## src/rtl/fs_pkg.sv

```systemverilog
// Shared types and constants for the fetch sequencer.
// Assumes a 32-bit status word with the mode in bits 4:0.
package fs_pkg;
    localparam int STATUS_W   = 32;
    localparam int INSTR_W    = 32;
    localparam int HALF_W     = 16;
    localparam int WS_ENTRIES = 16;
    localparam int WS_W       = 4;
    localparam int MODE_W     = 5;
    localparam int ST_T_BIT   = 5;
    localparam int ST_I_BIT   = 7;
    localparam int REGION_LO  = 24;

    typedef enum logic {
        FS_BUSY = 1'b0,
        FS_HOLD = 1'b1
    } fs_state_e;

    localparam logic [MODE_W-1:0] MODE_IRQ = 5'h12;
    localparam logic [MODE_W-1:0] MODE_ABT = 5'h17;

    localparam logic [7:0] OFS_IRQ = 8'h18;
    localparam logic [7:0] OFS_ABT = 8'h0C;

    // Builds the status word installed on exception entry.
    function automatic logic [STATUS_W-1:0] entry_status(
        input logic [STATUS_W-1:0] old_st,
        input logic [MODE_W-1:0]   mode
    );
        logic [STATUS_W-1:0] s;
        s                = old_st;
        s[MODE_W-1:0]    = mode;
        s[ST_T_BIT]      = 1'b0;
        s[ST_I_BIT]      = 1'b1;
        return s;
    endfunction
endpackage

```

## src/rtl/fs_wait_lut.sv

```systemverilog
// Wait-state lookup: unpacks a packed parameter into a per-region table
// and selects the entry for the given region. Entry k sits at bits 4k+3:4k.
module fs_wait_lut
    import fs_pkg::*;
#(
    parameter logic [WS_ENTRIES*WS_W-1:0] TABLE = '0
) (
    input  logic [$clog2(WS_ENTRIES)-1:0] region,
    output logic [WS_W-1:0]               cycles
);
    logic [WS_W-1:0] entry [WS_ENTRIES];

    // Unpack each table entry from the parameter.
    for (genvar g = 0; g < WS_ENTRIES; g++) begin : g_entry
        assign entry[g] = TABLE[g*WS_W +: WS_W];
    end

    // Select the entry for the region.
    assign cycles = entry[region];
endmodule

```

## src/rtl/fs_fetch_math.sv

```systemverilog
// Address arithmetic and data lane selection for one fetch.
// Assumes halfword responses arrive in the low 16 bits of the data bus.
module fs_fetch_math
    import fs_pkg::*;
#(
    parameter int ADDR_W = 32
) (
    input  logic [ADDR_W-1:0]  ptr,
    input  logic               half,
    input  logic [INSTR_W-1:0] rdata,
    output logic [ADDR_W-1:0]  next_ptr,
    output logic [ADDR_W-1:0]  next_pc,
    output logic [INSTR_W-1:0] instr_word
);
    localparam logic [ADDR_W-1:0] STEP_W = ADDR_W'(4);
    localparam logic [ADDR_W-1:0] STEP_H = ADDR_W'(2);

    logic [ADDR_W-1:0] stride;

    // Pick stride and instruction lane by width.
    always_comb begin
        stride     = half ? STEP_H : STEP_W;
        next_ptr   = ptr + stride;
        next_pc    = next_ptr + stride;
        instr_word = half ? {{(INSTR_W-HALF_W){1'b0}}, rdata[HALF_W-1:0]} : rdata;
    end
endmodule

```

## src/rtl/fs_exc_arbiter.sv

```systemverilog
// Decides exception entry: only while an instruction is held and the
// interrupt-disable bit is clear; abort wins over interrupt.
module fs_exc_arbiter
    import fs_pkg::*;
(
    input  logic              clk,
    input  logic              rst_n,
    input  logic              hold,
    input  logic              masked,
    input  logic              irq,
    input  logic              abt,
    output logic              take,
    output logic [MODE_W-1:0] mode,
    output logic [7:0]        offset
);
    // Gate requests and apply the fixed priority.
    always_comb begin
        take   = hold && !masked && (irq || abt);
        mode   = abt ? MODE_ABT : MODE_IRQ;
        offset = abt ? OFS_ABT : OFS_IRQ;
    end

    assert_masked_R9: assert property (@(posedge clk) disable iff (!rst_n)
        masked |-> !take);
    assert_prio_R10: assert property (@(posedge clk) disable iff (!rst_n)
        (take && irq && abt) |-> (mode == MODE_ABT && offset == OFS_ABT));
    assert_busy_R7: assert property (@(posedge clk) disable iff (!rst_n)
        !hold |-> !take);
endmodule

```

## src/rtl/fetch_seq.sv

```systemverilog
// Fetch sequencer: issues word/halfword fetches, tracks fetch pointer,
// instruction address and visible PC, reports wait states, and performs
// interrupt and prefetch-abort entry. Assumes cur_status is stable while
// a fetch is outstanding except through this block's own entry writes.
module fetch_seq
    import fs_pkg::*;
#(
    parameter int                          ADDR_W  = 32,
    parameter int                          CORE_ID = 0,
    parameter logic [WS_ENTRIES*WS_W-1:0]  WS_WORD = 64'h3322_1111_2211_5511,
    parameter logic [WS_ENTRIES*WS_W-1:0]  WS_HALF = 64'h1111_0000_1100_2200
) (
    input  logic                 clk,
    input  logic                 rst_n,
    input  logic [ADDR_W-1:0]    start_addr,
    input  logic [STATUS_W-1:0]  cur_status,
    input  logic                 step,
    input  logic                 irq_req,
    input  logic                 abt_req,
    input  logic                 wait_set,
    output logic                 mem_req,
    output logic [ADDR_W-1:0]    mem_addr,
    output logic                 mem_half,
    input  logic                 mem_ack,
    input  logic [INSTR_W-1:0]   mem_rdata,
    output logic                 instr_valid,
    output logic [INSTR_W-1:0]   instr,
    output logic [ADDR_W-1:0]    instr_addr,
    output logic [ADDR_W-1:0]    fetch_ptr,
    output logic [ADDR_W-1:0]    pc_vis,
    output logic [WS_W-1:0]      wait_cycles,
    output logic                 wfi_flag,
    output logic                 mode_sw_req,
    output logic [MODE_W-1:0]    mode_sw_mode,
    output logic [ADDR_W-1:0]    lr_data,
    output logic [STATUS_W-1:0]  stat_new,
    output logic [STATUS_W-1:0]  stat_saved
);
    localparam int RB = $clog2(WS_ENTRIES);
    localparam logic [ADDR_W-1:0] VEC_BASE =
        (CORE_ID == 0) ? ({ADDR_W{1'b1}} << 16) : '0;

    fs_state_e           state_q;
    logic                half_mode;
    logic                fetch_done;
    logic [ADDR_W-1:0]   nxt_ptr;
    logic [ADDR_W-1:0]   nxt_pc;
    logic [INSTR_W-1:0]  word_in;
    logic [WS_W-1:0]     ws_word;
    logic [WS_W-1:0]     ws_half;
    logic                exc_take;
    logic [MODE_W-1:0]   exc_mode;
    logic [7:0]          exc_ofs;
    logic [ADDR_W-1:0]   vec_addr;

    assign half_mode  = cur_status[ST_T_BIT];
    assign mem_req    = (state_q == FS_BUSY);
    assign mem_addr   = fetch_ptr;
    assign mem_half   = half_mode;
    assign fetch_done = mem_req && mem_ack;
    assign vec_addr   = VEC_BASE + ADDR_W'(exc_ofs);

    fs_fetch_math #(.ADDR_W(ADDR_W)) u_math (
        .ptr        (fetch_ptr),
        .half       (half_mode),
        .rdata      (mem_rdata),
        .next_ptr   (nxt_ptr),
        .next_pc    (nxt_pc),
        .instr_word (word_in)
    );

    fs_wait_lut #(.TABLE(WS_WORD)) u_ws_word (
        .region (fetch_ptr[REGION_LO +: RB]),
        .cycles (ws_word)
    );

    fs_wait_lut #(.TABLE(WS_HALF)) u_ws_half (
        .region (fetch_ptr[REGION_LO +: RB]),
        .cycles (ws_half)
    );

    fs_exc_arbiter u_arb (
        .clk    (clk),
        .rst_n  (rst_n),
        .hold   (state_q == FS_HOLD),
        .masked (cur_status[ST_I_BIT]),
        .irq    (irq_req),
        .abt    (abt_req),
        .take   (exc_take),
        .mode   (exc_mode),
        .offset (exc_ofs)
    );

    // Drive the entry side-band toward the register file.
    always_comb begin
        mode_sw_req  = exc_take;
        mode_sw_mode = exc_mode;
        lr_data      = instr_addr + ADDR_W'(4);
        stat_saved   = cur_status;
        stat_new     = entry_status(cur_status, exc_mode);
    end

    // Fetch state, pointer, PC and captured instruction.
    always_ff @(posedge clk) begin
        if (!rst_n) begin
            state_q     <= FS_BUSY;
            fetch_ptr   <= start_addr;
            pc_vis      <= start_addr;
            instr_valid <= 1'b0;
            instr       <= '0;
            instr_addr  <= '0;
            wait_cycles <= '0;
        end else if (state_q == FS_BUSY) begin
            if (mem_ack) begin
                state_q     <= FS_HOLD;
                instr       <= word_in;
                instr_addr  <= fetch_ptr;
                fetch_ptr   <= nxt_ptr;
                pc_vis      <= nxt_pc;
                wait_cycles <= half_mode ? ws_half : ws_word;
                instr_valid <= 1'b1;
            end
        end else if (exc_take) begin
            state_q     <= FS_BUSY;
            fetch_ptr   <= vec_addr;
            pc_vis      <= vec_addr;
            instr_valid <= 1'b0;
        end else if (step) begin
            state_q     <= FS_BUSY;
            instr_valid <= 1'b0;
        end
    end

    // Wait-for-interrupt flag: entry clears, wait_set sets.
    always_ff @(posedge clk) begin
        if (!rst_n)          wfi_flag <= 1'b0;
        else if (exc_take)   wfi_flag <= 1'b0;
        else if (wait_set)   wfi_flag <= 1'b1;
    end

    assert_hold_ptr_R4: assert property (@(posedge clk) disable iff (!rst_n)
        (mem_req && !mem_ack) |=> (mem_req && $stable(mem_addr) && $stable(fetch_ptr)));
    assert_word_pc_R2: assert property (@(posedge clk) disable iff (!rst_n)
        (fetch_done && !mem_half) |=> (instr_valid && pc_vis == fetch_ptr + ADDR_W'(4)));
    assert_half_pc_R3: assert property (@(posedge clk) disable iff (!rst_n)
        (fetch_done && mem_half) |=> (instr_valid && pc_vis == fetch_ptr + ADDR_W'(2)));
    assert_wfi_clear_R12: assert property (@(posedge clk) disable iff (!rst_n)
        mode_sw_req |=> !wfi_flag);
    assert_vec_fetch_R11: assert property (@(posedge clk) disable iff (!rst_n)
        mode_sw_req |=> (mem_req && !instr_valid && pc_vis == fetch_ptr
                         && fetch_ptr[ADDR_W-1:16] == VEC_BASE[ADDR_W-1:16]));
    assert_step_R6: assert property (@(posedge clk) disable iff (!rst_n)
        (instr_valid && step && !mode_sw_req) |=> (mem_req && !instr_valid));
endmodule

```

## config.mk

```make
export PLATFORM = sky130hd
export DESIGN_NAME = fetch_seq
export DESIGN_NICKNAME = d
export VERILOG_FILES = /design/src/rtl/fs_pkg.sv /design/src/rtl/fs_wait_lut.sv /design/src/rtl/fs_fetch_math.sv /design/src/rtl/fs_exc_arbiter.sv /design/src/rtl/fetch_seq.sv
export SDC_FILE = /design/constraint.sdc
export NUM_CORES = 1
export LEC_CHECK = 0
export BUFFER_PORTS_ARGS = -buffer_cell sky130_fd_sc_hd__buf_4
export CORE_ASPECT_RATIO = 0.9
export CORE_MARGIN = 2
export CORE_UTILIZATION = 46
export CTS_CLUSTER_DIAMETER = 80
export DETAILED_ROUTE_END_ITERATION = 10
export PLACE_DENSITY = 0.86
export SKIP_CTS_REPAIR_TIMING = 1
export SLEW_MARGIN = 25
export SYNTH_ARGS = -nofsm -noshare
export SYNTH_HDL_FRONTEND = slang
export SYNTH_HIERARCHICAL = 1
export SYNTH_SLANG_ARGS = --single-unit
```

## constraint.sdc

```tcl
create_clock -name clk -period 10.4 [get_ports clk]
set_clock_uncertainty 0.2 [all_clocks]
set_input_delay 1.04 -clock clk [delete_from_list [all_inputs] [get_ports clk]]
set_output_delay 1.04 -clock clk [all_outputs]
set_load 0.05 [all_outputs]
```

# ---- Word-level counts from Yosys, hierarchy flattened
# Memories as Yosys holds them, arrays and structs flattened.
# Index checks and enable logic that the tools add are counted.
dict set report totals {
  ff_bits 135
  ramBits 0
  elab_cells 54
  output_inout_bits 270
  rom_bits 128
  latch_bits 0
  in_bits 103
  mem_count 2
}
dict set report classes {
  muxes 24
  div 0
  eq_ne 3
  shift 0
  bitwise 3
  magnitude_cmp 1
  n_addsub 4
  reduce_logical 9
  multipliers 0
}
# name depth width rd rd_clocked_by_memory_dff write_ports line_no
set mem_list {}
lappend mem_list {{(name not given)} 16 4 1 0 0 fs_wait_lut.sv:19} ;# assign cycles = entry[region];
lappend mem_list {{(name not given)} 16 4 1 0 0 fs_wait_lut.sv:19}
# op count
set ops {}
lappend ops {{$mux W32} 8}
lappend ops {{$add A32 B32 Y32} 2}
lappend ops {{$add A32 B3 Y32 const B} 1}
lappend ops {{$mux W4} 5}
lappend ops {{$add A17 B9 Y18 const A} 1}
lappend ops {{$mux W1} 8}
lappend ops {{$mux W3} 2}
lappend ops {{$ne A3 B3 Y1 const B} 2}
lappend ops {{$reduce_and A2 Y1} 3}
lappend ops {{$ge A5 B5 Y1 const B} 1}
lappend ops {{$mux W5} 1}
lappend ops {{$not A4 Y5} 1}
lappend ops {{$ne A3 B1 Y1 const B} 1}
lappend ops {{$logic_and A1 B1 Y1} 2}
lappend ops {{$not A1 Y1} 2}
lappend ops {{$reduce_bool A2 Y1} 1}
lappend ops {{$reduce_or A2 Y1} 1}
lappend ops {{$logic_not A1 Y1} 1}
lappend ops {{$logic_or A1 B1 Y1} 1}

# ---- Logic depth before layout (Yosys ltp)
dict set report depth {
  depth_word 6
  mapped_depth 13
  mapped_depth_nobuf 12
}

# ---- Cells and area by module
# The synthesis kept the hierarchy.
# mod area_per_inst_um2 seq_area_each_um2 cells_per_inst n_inst
set by_module_without_submodules {}
lappend by_module_without_submodules {fetch_seq 6666.4 3343.2 682 1}
lappend by_module_without_submodules {fs_fetch_math 1918.1 0.0 267 1}
lappend by_module_without_submodules {fs_exc_arbiter 117.6 0.0 17 1}
lappend by_module_without_submodules {{fs_wait_lut at u_ws_half} 38.8 0.0 5 1}
lappend by_module_without_submodules {{fs_wait_lut at u_ws_word} 38.8 0.0 6 1}

# ---- Worst setup path before layout
# OpenSTA, ideal clock, no wires.
dict set report synth_timing {
  path_kind {input to register}
  start {input port cur_status[5]}
  end {register pc_vis[31], data pin}
  t_required_ps 9944
  n_path_buf 2
  setup_slack_ps 6013
  path_stages 12
  arrival_time_ps 3930
  setup_time_ps 256
  path_cell_list {buf_2 buf_1 inv_1 ha_1 nand2b_1 a2111oi_2 nand2_1 xnor2_1 or3b_1 nor4_2 xor2_1 o22a_1}
}
dict set report synth_via {
  elab_chain_len 6
}
# item line_no
set synth_rtl {}
lappend synth_rtl {{start: declaration} fetch_seq.sv:16} ;# input logic [STATUS_W-1:0] cur_status,
lappend synth_rtl {{$mux W3 (*)} fs_fetch_math.sv:22} ;# stride = half ? STEP_H : STEP_W;
lappend synth_rtl {{$add A32 B32 Y32} fs_fetch_math.sv:23} ;# next_ptr = ptr + stride;
lappend synth_rtl {{$add A32 B32 Y32 (*)} fs_fetch_math.sv:24} ;# next_pc = next_ptr + stride;
lappend synth_rtl {{named net nxt_pc[31]} fetch_seq.sv:47} ;# logic [ADDR_W-1:0] nxt_pc;
lappend synth_rtl {{$mux W32 (*)} fetch_seq.sv:114} ;# if (mem_ack) begin
lappend synth_rtl {{$mux W32 (*)} fetch_seq.sv:113} ;# end else if (state_q == FS_BUSY) begin
lappend synth_rtl {{$mux W32 (*)} fetch_seq.sv:105} ;# if (!rst_n) begin
lappend synth_rtl {{end signal: assignment} fetch_seq.sv:108} ;# pc_vis <= start_addr;
lappend synth_rtl {{end signal: assignment} fetch_seq.sv:119} ;# pc_vis <= nxt_pc;
lappend synth_rtl {{end signal: assignment} fetch_seq.sv:126} ;# pc_vis <= vec_addr;
lappend synth_rtl {{end: declaration} fetch_seq.sv:30} ;# output logic [ADDR_W-1:0] pc_vis,
# The timed path passes the listed nets; every way through them passes the cells marked *. The select of a mux whose other input is x is not followed.
# A chain may end at the register's enable or synchronous reset.

# ---- Final worst setup path
dict set report layout_timing {
  start {input port cur_status[5]}
  end {register pc_vis[27], data pin}
}
# Same word-level chain as after synthesis.

==> impl_metrics.json <==
{
  "start_util_pct": 47.4,
  "reg2reg_depth": 11,
  "required_ns": 10.37,
  "synth-async-reset-ratio_pct": 0,
  "setup_ws_ns": 5.59,
  "worstPathMaxFanout": 28,
  "ys_warn_count": 6,
  "synth_top_area_share_pct": 21.9,
  "io_buffers": 279,
  "firstDrtPassIters": 7,
  "place.gp.congestion": 0.882,
  "hold_path.class": "flop to flop",
  "cts_tree": "done",
  "critPathSlowestCell": "a2111oi_2",
  "r2r_start": "fetch_ptr[1]",
  "clk_latency_ns": 0.42,
  "n_fill_cell": 1643,
  "final_cell_mix": "283 x buf_4, 172 x nand2_1, 73 x a21boi_0, 71 x dfxtp_1, 64 x edfxtp_1",
  "cts_buffers": 17,
  "worst-path-buf-inv": 2,
  "path_clk_slew_ns": 0.06,
  "grt_use_met3_pct": 6.25,
  "root_buffer": "clkbuf_16",
  "hold_depth": 2,
  "layout_commonest_cell": "buf_4",
  "dieArea_um2": 20200,
  "cp.arrival_ns": 4.78,
  "tightestPinTransition_ns": 0.876,
  "wire_per_inst_um": 19.2,
  "fin_crit_ns": 4.81,
  "layout.nets": 1216,
  "grt_usage_pct": 25.1,
  "routed_wl_um": 26200,
  "rrSetupSlack_ns": 6.13,
  "grt_antenna_before_repair": 0,
  "h-tree-depth": 4,
  "grt_pass1_vias": 7127,
  "synth_top_cells_by_area": "edfxtp_1 22%, dfxtp_1 16%, buf_4 11%",
  "synthCells": 977,
  "synth_edf_count": 64,
  "hold_start": "instr[9]",
  "ir_drop_v": 0.000108,
  "global_route.overflow_total": 0,
  "ios": 373,
  "grtUsageMet2_pct": 41.2,
  "max_freq_mhz": 208,
  "status": "completed",
  "cp-start-kind": "primary input",
  "synth_flop_cell": "dfxtp_1",
  "ys_seq_area_share_pct": 38.1,
  "vias_per_cell": 5.57,
  "final-setup-viol-count": 0,
  "p_leak_uw": 0.00455,
  "rsz0062_at_grt": "no",
  "power_density_nw_per_um2": 179,
  "hold_viol_final": 0,
  "die_w_um": 150,
  "yosysUniqueCellTypes": 69,
  "drv_cap": 0,
  "syn2layout_area_growth_pct": 21.7,
  "crit_family": "simple AND/OR/NAND/NOR gates",
  "worstSetupEndpointType": "flop",
  "crit_type": "primary input to flop",
  "period_share_pct": 46.3,
  "fp-row-count": 47,
  "gr-usage-met1_pct": 32.6,
  "synth_largest_area_cell": "edfxtp_1",
  "drt_iter0_drc": 729,
  "ant_nets": 0,
  "clockBufferDepth": 2,
  "vias": 7611,
  "path_cells": "buf_4 > ha_1 > inv_1 > fa_1 > nand3b_1 > xor2_1 > a2111oi_2 > and4_2 > nand4_1 > nor4_1 > xnor2_1 > o22a_1",
  "relSlewSlack_pct": 41.2,
  "syn_area_per_cell_um2": 8.99,
  "cp_slowest_stage_delay_ns": 0.63,
  "grt_pass1_wl_um": 39300,
  "hpwl_um": 18500,
  "fin_setup_tns_ns": 0,
  "clkSinkCount": 135,
  "final_layout_size_suffix_gt1_share_pct": 31.3,
  "grt.busiest_layer": "met2",
  "grt_start_max_net_pins": 92,
  "die_h_um": 135,
  "final_max_slew_viol_count": 0,
  "hold_end": "instr[9]",
  "ys_ff_latch": 135,
  "dp_slack_ns": 5.24,
  "syn_area_um2": 8780,
  "r2r_end": "pc_vis[27]",
  "core_area_um2": 18500,
  "drc": 0
}
-- worst max-delay path by stage --
stage | slack (ns) | start | depth (start not counted) | to
finish | 5.59 | cur_status[5] | 12 | pc_vis[27]
global route | 5.44 | cur_status[5] | 12 | pc_vis[27]
CTS | 5.68 | cur_status[5] | 12 | pc_vis[27]
detailed placement | 5.24 | cur_status[5] | 12 | pc_vis[27]
global placement | 5.42 | cur_status[5] | 12 | pc_vis[29]
floorplan | 6.01 | cur_status[5] | 12 | pc_vis[31]
-- metal layers --
layer / routed length, µm / part of all wire (%) / up-vias
met1: 10500 / 40 / 3633
met4: 475 / 1.8 / 0
met2: 12700 / 48 / 439
met3: 2530 / 9.7 / 42
met5: 0 / 0 / -
li1: - / - / 3497
-- cells by family after synthesis --
group | Yosys count | synth area share [%]
compound gates | 184 | 15.8
xor+xnor | 79 | 8.05
fa+ha+maj | 7 | 1.05
buf+inv | 199 | 14.5
flops | 135 | 38.1
mux | 4 | 0.456
other cells | 6 | 0.257
simple gates | 363 | 21.8
-- report_power, final --
group,internal [µW],switching [µW],total [µW]
registers,613,73.8,686
clock network,399,237,636
logic,182,407,589
total,1190,718,1910
-- flip-flops by register name (all words and copies together) (netlist names) --
| name | flops |
|---|---|
| fetch_ptr | 32 |
| instr | 32 |
| instr_addr | 32 |
| pc_vis | 32 |
| wait_cycles | 4 |
| instr_valid | 1 |
| state_q | 1 |
| wfi_flag | 1 |
-- area by class of cell --
| cell class | count | area [µm²] | area share, % |
|---|---|---|---|
| repair buffers | 283 | 2120 | 19.9 |
| clock inverters | 8 | 109 | 1.02 |
| inverters | 19 | 71.3 | 0.667 |
| flip-flops and latches | 135 | 3340 | 31.3 |
| diodes | 1 | 2.50 | 0.0234 |
| clock buffers | 24 | 517 | 4.83 |
| well taps | 245 | 307 | 2.87 |
| multi-input cells | 651 | 4220 | 39.4 |
-- Yosys cell counts, types with 3 or more instances --
| library cell | number |
|---|---|
| nand2_1 | 175 |
| buf_4 | 134 |
| a21boi_0 | 73 |
| dfxtp_1 | 71 |
| edfxtp_1 | 64 |
| xnor2_1 | 48 |
| clkbuf_1 | 35 |
| nor2_1 | 32 |
| nor2b_1 | 32 |
| o22a_1 | 32 |
| xor2_1 | 29 |
| a21oi_1 | 27 |
| nand3_1 | 24 |
| nand4_1 | 19 |
| inv_1 | 18 |
| a21o_1 | 16 |
| and4_1 | 9 |
| nor3_1 | 8 |
| and3_1 | 7 |
| nor4_1 | 7 |
| buf_2 | 6 |
| conb_1 | 6 |
| nand2b_1 | 6 |
| and2_1 | 5 |
| ha_1 | 5 |
| nor3b_1 | 5 |
| nor4_2 | 5 |
| o211a_1 | 5 |
| mux2i_1 | 4 |
| o21a_1 | 4 |
| o21ai_0 | 4 |
| a2111oi_2 | 3 |
| and4_2 | 3 |
| buf_1 | 3 |
| nand3b_1 | 3 |
| nand4_4 | 3 |
| or2_2 | 3 |
-- through the flow --
step | util (%) | power [µW] | cells | hold WS, ns | cell area [µm²]
3_5_place_dp | 54.3 | 1280 | 1333 | 0.257 | 10100
5_1_grt | 57.7 | 1980 | 1365 | 0.286 | 10700
6_report | 57.7 | 1910 | 1366 | 0.263 | 10700
4_1_cts | 57.7 | 1920 | 1365 | 0.266 | 10700
2_1_floorplan | - | 1180 | 985 | 0.381 | 8810
3_3_place_gp | 54.3 | 1270 | 1333 | 0.251 | 10100
-- tightest hold or removal path, stage by stage, from the launching register on --
cell and delay [ns]:
dfxtp_1 0.31, nand2_1 0.05, a21boi_0 0.06
Note: power is estimated with default switching activity, not from simulation.
